==> src/rtl/logic_arith_slice.sv <==
module logic_arith_slice #(
  parameter int WIDTH = 4
) (
  input  logic [WIDTH-1:0] a_i,
  input  logic [WIDTH-1:0] b_i,
  input  logic [3:0]       sel_i,
  input  logic             logic_mode_i,
  input  logic             carry_in_n_i,
  output logic [WIDTH-1:0] f_o,
  output logic             carry_out_n_o,
  output logic             prop_n_o,
  output logic             gen_n_o,
  output logic             eq_o
);

  logic [WIDTH-1:0] or_term;
  logic [WIDTH-1:0] and_term;
  logic [WIDTH:0]   carry;
  logic             grp_gen;

  assign or_term  = a_i | (b_i & {WIDTH{sel_i[0]}}) | (~b_i & {WIDTH{sel_i[1]}});
  assign and_term = (a_i & b_i & {WIDTH{sel_i[3]}}) | (a_i & ~b_i & {WIDTH{sel_i[2]}});

  assign carry[0] = ~carry_in_n_i;

  genvar i;
  generate
    for (i = 0; i < WIDTH; i++) begin : g_bit
      assign carry[i+1] = and_term[i] | (or_term[i] & carry[i]);
    end
  endgenerate

  always_comb begin
    grp_gen = 1'b0;
    for (int k = 0; k < WIDTH; k++) begin
      grp_gen = and_term[k] | (or_term[k] & grp_gen);
    end
  end

  assign f_o           = logic_mode_i ? ~(or_term ^ and_term)
                                      : (or_term ^ and_term ^ carry[WIDTH-1:0]);
  assign carry_out_n_o = ~carry[WIDTH];
  assign prop_n_o      = ~(&or_term);
  assign gen_n_o       = ~grp_gen;
  assign eq_o          = &f_o;

endmodule


==> config.mk <==
export PLATFORM = sky130hd
export DESIGN_NAME = logic_arith_slice
export DESIGN_NICKNAME = d
export VERILOG_FILES = /design/src/rtl/logic_arith_slice.sv
export SDC_FILE = /design/constraint.sdc
export NUM_CORES = 1
export LEC_CHECK = 0
export CORE_AREA = 8 8 45 47
export DETAILED_ROUTE_END_ITERATION = 16
export DIE_AREA = 0 0 53 55
export PLACE_DENSITY = 0.75
export SYNTH_ARGS = -nofsm -noshare
export SYNTH_HDL_FRONTEND = slang
export SYNTH_SLANG_ARGS = --single-unit
==> constraint.sdc <==
create_clock -name vclk -period 5.8
set_clock_uncertainty 0.1 [all_clocks]
set_input_delay 1.16 -clock vclk [all_inputs]
set_output_delay 1.16 -clock vclk [all_outputs]
set_load 0.1 [all_outputs]
## Word-level counts from Yosys, hierarchy flattened

Index checks and enable logic that the tools add are counted.

| cells by class | value |
|---|---|
| multiplexer cells | 1 |
| bitwise gates (word level) | 31 |
| reductions and logical operators | 2 |

Operators with widths:

| kind | count |
|---|---|
| $and 4x4->4 | 6 |
| $or 4x4->4 | 3 |
| $not 4->4 | 2 |
| $reduce_and 4->1 | 2 |
| $xor 4x4->4 | 2 |
| $and 1x1->1 | 7 |
| $or 1x1->1 | 7 |
| $mux 4 | 1 |
| $not 1->1 | 4 |

| storage, ports and cells | value |
|---|---|
| register bits | 0 |
| input bits | 14 |
| output and inout bits | 8 |
| logic and storage cells | 34 |

## Logic depth before layout (Yosys ltp)

| depth | value |
|---|---|
| word-level depth | 12 |
| mapped depth | 5 |
| gate-level depth less buffers | 5 |

## Worst setup path after synthesis

No wires, ideal clock.

| timing path | value |
|---|---|
| path kind | input port to output port |
| start | in b_i[1] |
| end | out eq_o |
| data arrival time | 6.534 ns |
| required time | 4.540 ns |
| path slack | -1.994 ns |
| stages | 5 |
| path buffers | 0 |
| cells stage by stage | mux2_2 > o211ai_1 > o2111a_1 > xor2_1 > nor4b_1 |

| on the way | value |
|---|---|
| elaborated cells between the ends (all ways) | 19 |
| classes of those cells | 1 x mux; 17 x bitwise; 1 x reduce/logical |

RTL lines:

| what | RTL line | RTL |
|---|---|---|
| from (decl) | 5 | `input logic [WIDTH-1:0] b_i,` |
| $and 4x4->4 or $not 4->4 (tied branches) | 21, 22 |  |
| $or 4x4->4, or another cell as far along | 21 | `assign or_term = a_i \| (b_i & {WIDTH{sel_i[0]}}) \| (~b_i & {WIDTH{sel_i[1]}});` |
| $or 4x4->4 or $and 4x4->4 (tied branches) | 21, 22 |  |
| $and 1x1->1 or $or 4x4->4 (tied branches) | 29, 22 |  |
| $or 1x1->1 * | 29 | `assign carry[i+1] = and_term[i] \| (or_term[i] & carry[i]);` |
| $xor 4x4->4 * | 41 | `: (or_term ^ and_term ^ carry[WIDTH-1:0]);` |
| $mux 4 * | 40 | `assign f_o = logic_mode_i ? ~(or_term ^ and_term)` |
| named net f_o[2] | 9 | `output logic [WIDTH-1:0] f_o,` |
| $reduce_and 4->1 * | 45 | `assign eq_o = &f_o;` |
| to (decl) | 13 | `output logic eq_o` |

The timed path passes the listed nets; every way through them passes the cells marked *.

## Final worst setup path

| timing path | value |
|---|---|
| start | in b_i[0] |
| end | out f_o[3] |

| on the way | value |
|---|---|
| word-level cells in the longest chain between the ends | 11 |
| elaborated cells between the ends (all ways) | 18 |
| classes of those cells | 1 x mux; 17 x bitwise |

RTL lines:

| what | RTL line |
|---|---|
| $and 4x4->4 or $not 4->4 (tied branches) | 21, 22 |
| $or 4x4->4, or another cell as far along | 21 |
| $or 4x4->4 or $and 4x4->4 (tied branches) | 21, 22 |
| $and 1x1->1 or $or 4x4->4 (tied branches) | 29, 22 |
| $or 1x1->1 * | 29 |
| $and 1x1->1 * | 29 |
| $or 1x1->1 * | 29 |
| $and 1x1->1 * | 29 |
| $or 1x1->1 * | 29 |
| $xor 4x4->4 * | 41 |
| $mux 4 * | 40 |
| to (decl) | 9 |

Every way passes the cells marked *; elsewhere a longest branch is shown, timed or not.

==> metrics.yaml <==
final_layout:
  seq_cells: 0
  num-clock-buffers: 0
  antenna_cells: 0
  final_util_pct: 45.1
  area_growth_pct: 66.9
  layout.nets: 86
  layout-drive-gt1-share_pct: 31.4
  fillCellCount: 151
  regArea_sq_um: 0
synth:
  synth.net_count: 62
  synth_cell_types: 29
  yosys.area.top_type_share_pct: 12.0
  synth_area_leaders: "mux2_2, mux2i_1, and2_1, o21bai_4, and2b_2"
  synth_top_cell_by_area: "mux2_2"
  yosysWarnings: 0
  yosys-top-cells-count: "and2_1, mux2_2, nor2_1"
  syn_area_per_cell_sq_um: 7.79
  syn-cell-area_sq_um: 374
  seq_area_frac_synth_pct: 0
  synth_cells: 48
hold_path:
  min_from: "carry_in_n_i"
  whs_path_depth: 4
  hp-class: "input pin to primary output"
  min_to: "f_o[0]"
routing:
  drtAntennaViolNets: 0
  vias: 456
  drt_pass1_iterations: 3
  wire_per_inst_um: 13.1
  drc: 0
  drt_iter0_drc: 7
  wl_mm: 1.12
  vias_per_cell: 5.30
worst_setup_path:
  cp_slowest_stage_delay_ns: 0.69
  path_max_fanout: 4
  crit_chain: "clkdlybuf4s50_1 -> mux2_4 -> o21bai_4 -> a311oi_1 -> a2111oi_1 -> nor2_1 -> buf_4"
  critical_path_class: "input pin to primary output"
  slowest_stage: "a2111oi_1"
  cp_top_family: "compound AO/OA/AOI/OAI gates"
  cp_num_buf_inv: 2
  arrival_ns: 3.36
  endpoint_kind: "primary output"
  worstPathRequired_ns: 4.54
  start_kind: "input pin"
floorplan:
  initial_core_util_pct: 27.0
  die_w_um: 53
  ios: 22
  placementRows: 14
  dieArea_sq_mm: 0.00292
  dieHeight_um: 55
  core-area_sq_mm: 0.00138
timing:
  worst_pin_slew_ns: 0.725
  final.period_utilization_pct: 79.7
  fmax_mhz: 216
  slew_headroom_pct: 51.6
  hold_viol_final: 0
  setup_viol: 0
  rsz0062_at_grt: "no"
  slew_violations: 0
  setup-tns-final_ns: 0
  period_minus_slack_ns: 4.62
clocking:
  cts_setup_buffers: 0
  post_cts_resized: 0
  ctsHoldBuffers: 0
global_route:
  gr-usage-all-layers_pct: 7.58
  grt_max_degree: 8
  grt.overflow.total: 0
  antenna_found_initial: 0
  grt_pass1_wl_mm: 1.83
  grt_pass1_vias: 442
placed_design:
  dpl.hpwl_um: 937
  gp_congestion: 0.763
  port_buffers: 22
flow_run:
  drv_cap: 0
power:
  power_leakage_nw: 0.249
  power_density_mw_per_mm2: 185
  ir_drop_mv: 0.119
status:
  outcome: "finished, final reports clean"
kinds of logic (layout without fill, tap and decap cells):
kind of cell	Yosys count	in the layout	synth area share, %
simple gates	19	19	30.1
buf+inv	1	23	1.00
mux	8	8	24.1
compound gates	18	18	40.1
xor+xnor	2	2	4.68
metal layers:
metal  track usage (%)  routed length, um  vias up
li1                  -                  -      235
met1              9.38                531      208
met2              13.5                506       13
met3              2.14                 84        0
met4                 0                  0        0
met5                 0                  0        -
power by group:
part,switching (mW),total [mW],internal [mW]
registers,0,0,0
logic,0.0801,0.116,0.0357
clock network,0,0,0
total,0.0801,0.116,0.0357
stage by stage:
step	power (mW)	setup WS [ns]	std cells	area (sq um)	hold WS (ns)
after floorplan	0.0865	0.508	48	404	2.58
after global placement	0.116	1.19	86	624	3.06
after detailed placement	0.116	1.19	86	624	3.06
after CTS	0.117	1.17	86	624	3.07
after global routing	0.122	1.02	86	624	3.10
final	0.116	1.18	86	624	3.06
cell type report:
class	count	area, sq um	share of cell area, %
Inverter	1	3.75	0.601
Timing Repair Buffer	22	200	32.1
Tap cell	16	20.0	3.21
Multi-Input combinational cell	47	400	64.1
placed cells by master, fill, tap and decap left out, drive strengths merged, types with 2 or more instances in the layout:
master | netlist | routed
mux2i | 3 | 3
and2b | 2 | 2
a21oi | 3 | 3
nor2 | 4 | 4
and2 | 4 | 4
mux2 | 5 | 5
buf | 0 | 8
clkdlybuf4s50 | 0 | 14
o21ai | 3 | 3
nand2 | 4 | 4
a211oi | 2 | 2
how the worst max path moves through the flow:
stage          cells past startpoint  startpoint      to
6_report                           7      b_i[0]  f_o[3]
3_5_place_dp                       7      b_i[0]  f_o[3]
2_1_floorplan                      5      b_i[1]    eq_o
5_1_grt                            7    sel_i[1]  f_o[3]
3_3_place_gp                       7      b_i[0]  f_o[3]
4_1_cts                            7      b_i[0]  f_o[3]
Note: power is estimated with default switching activity, not from simulation.
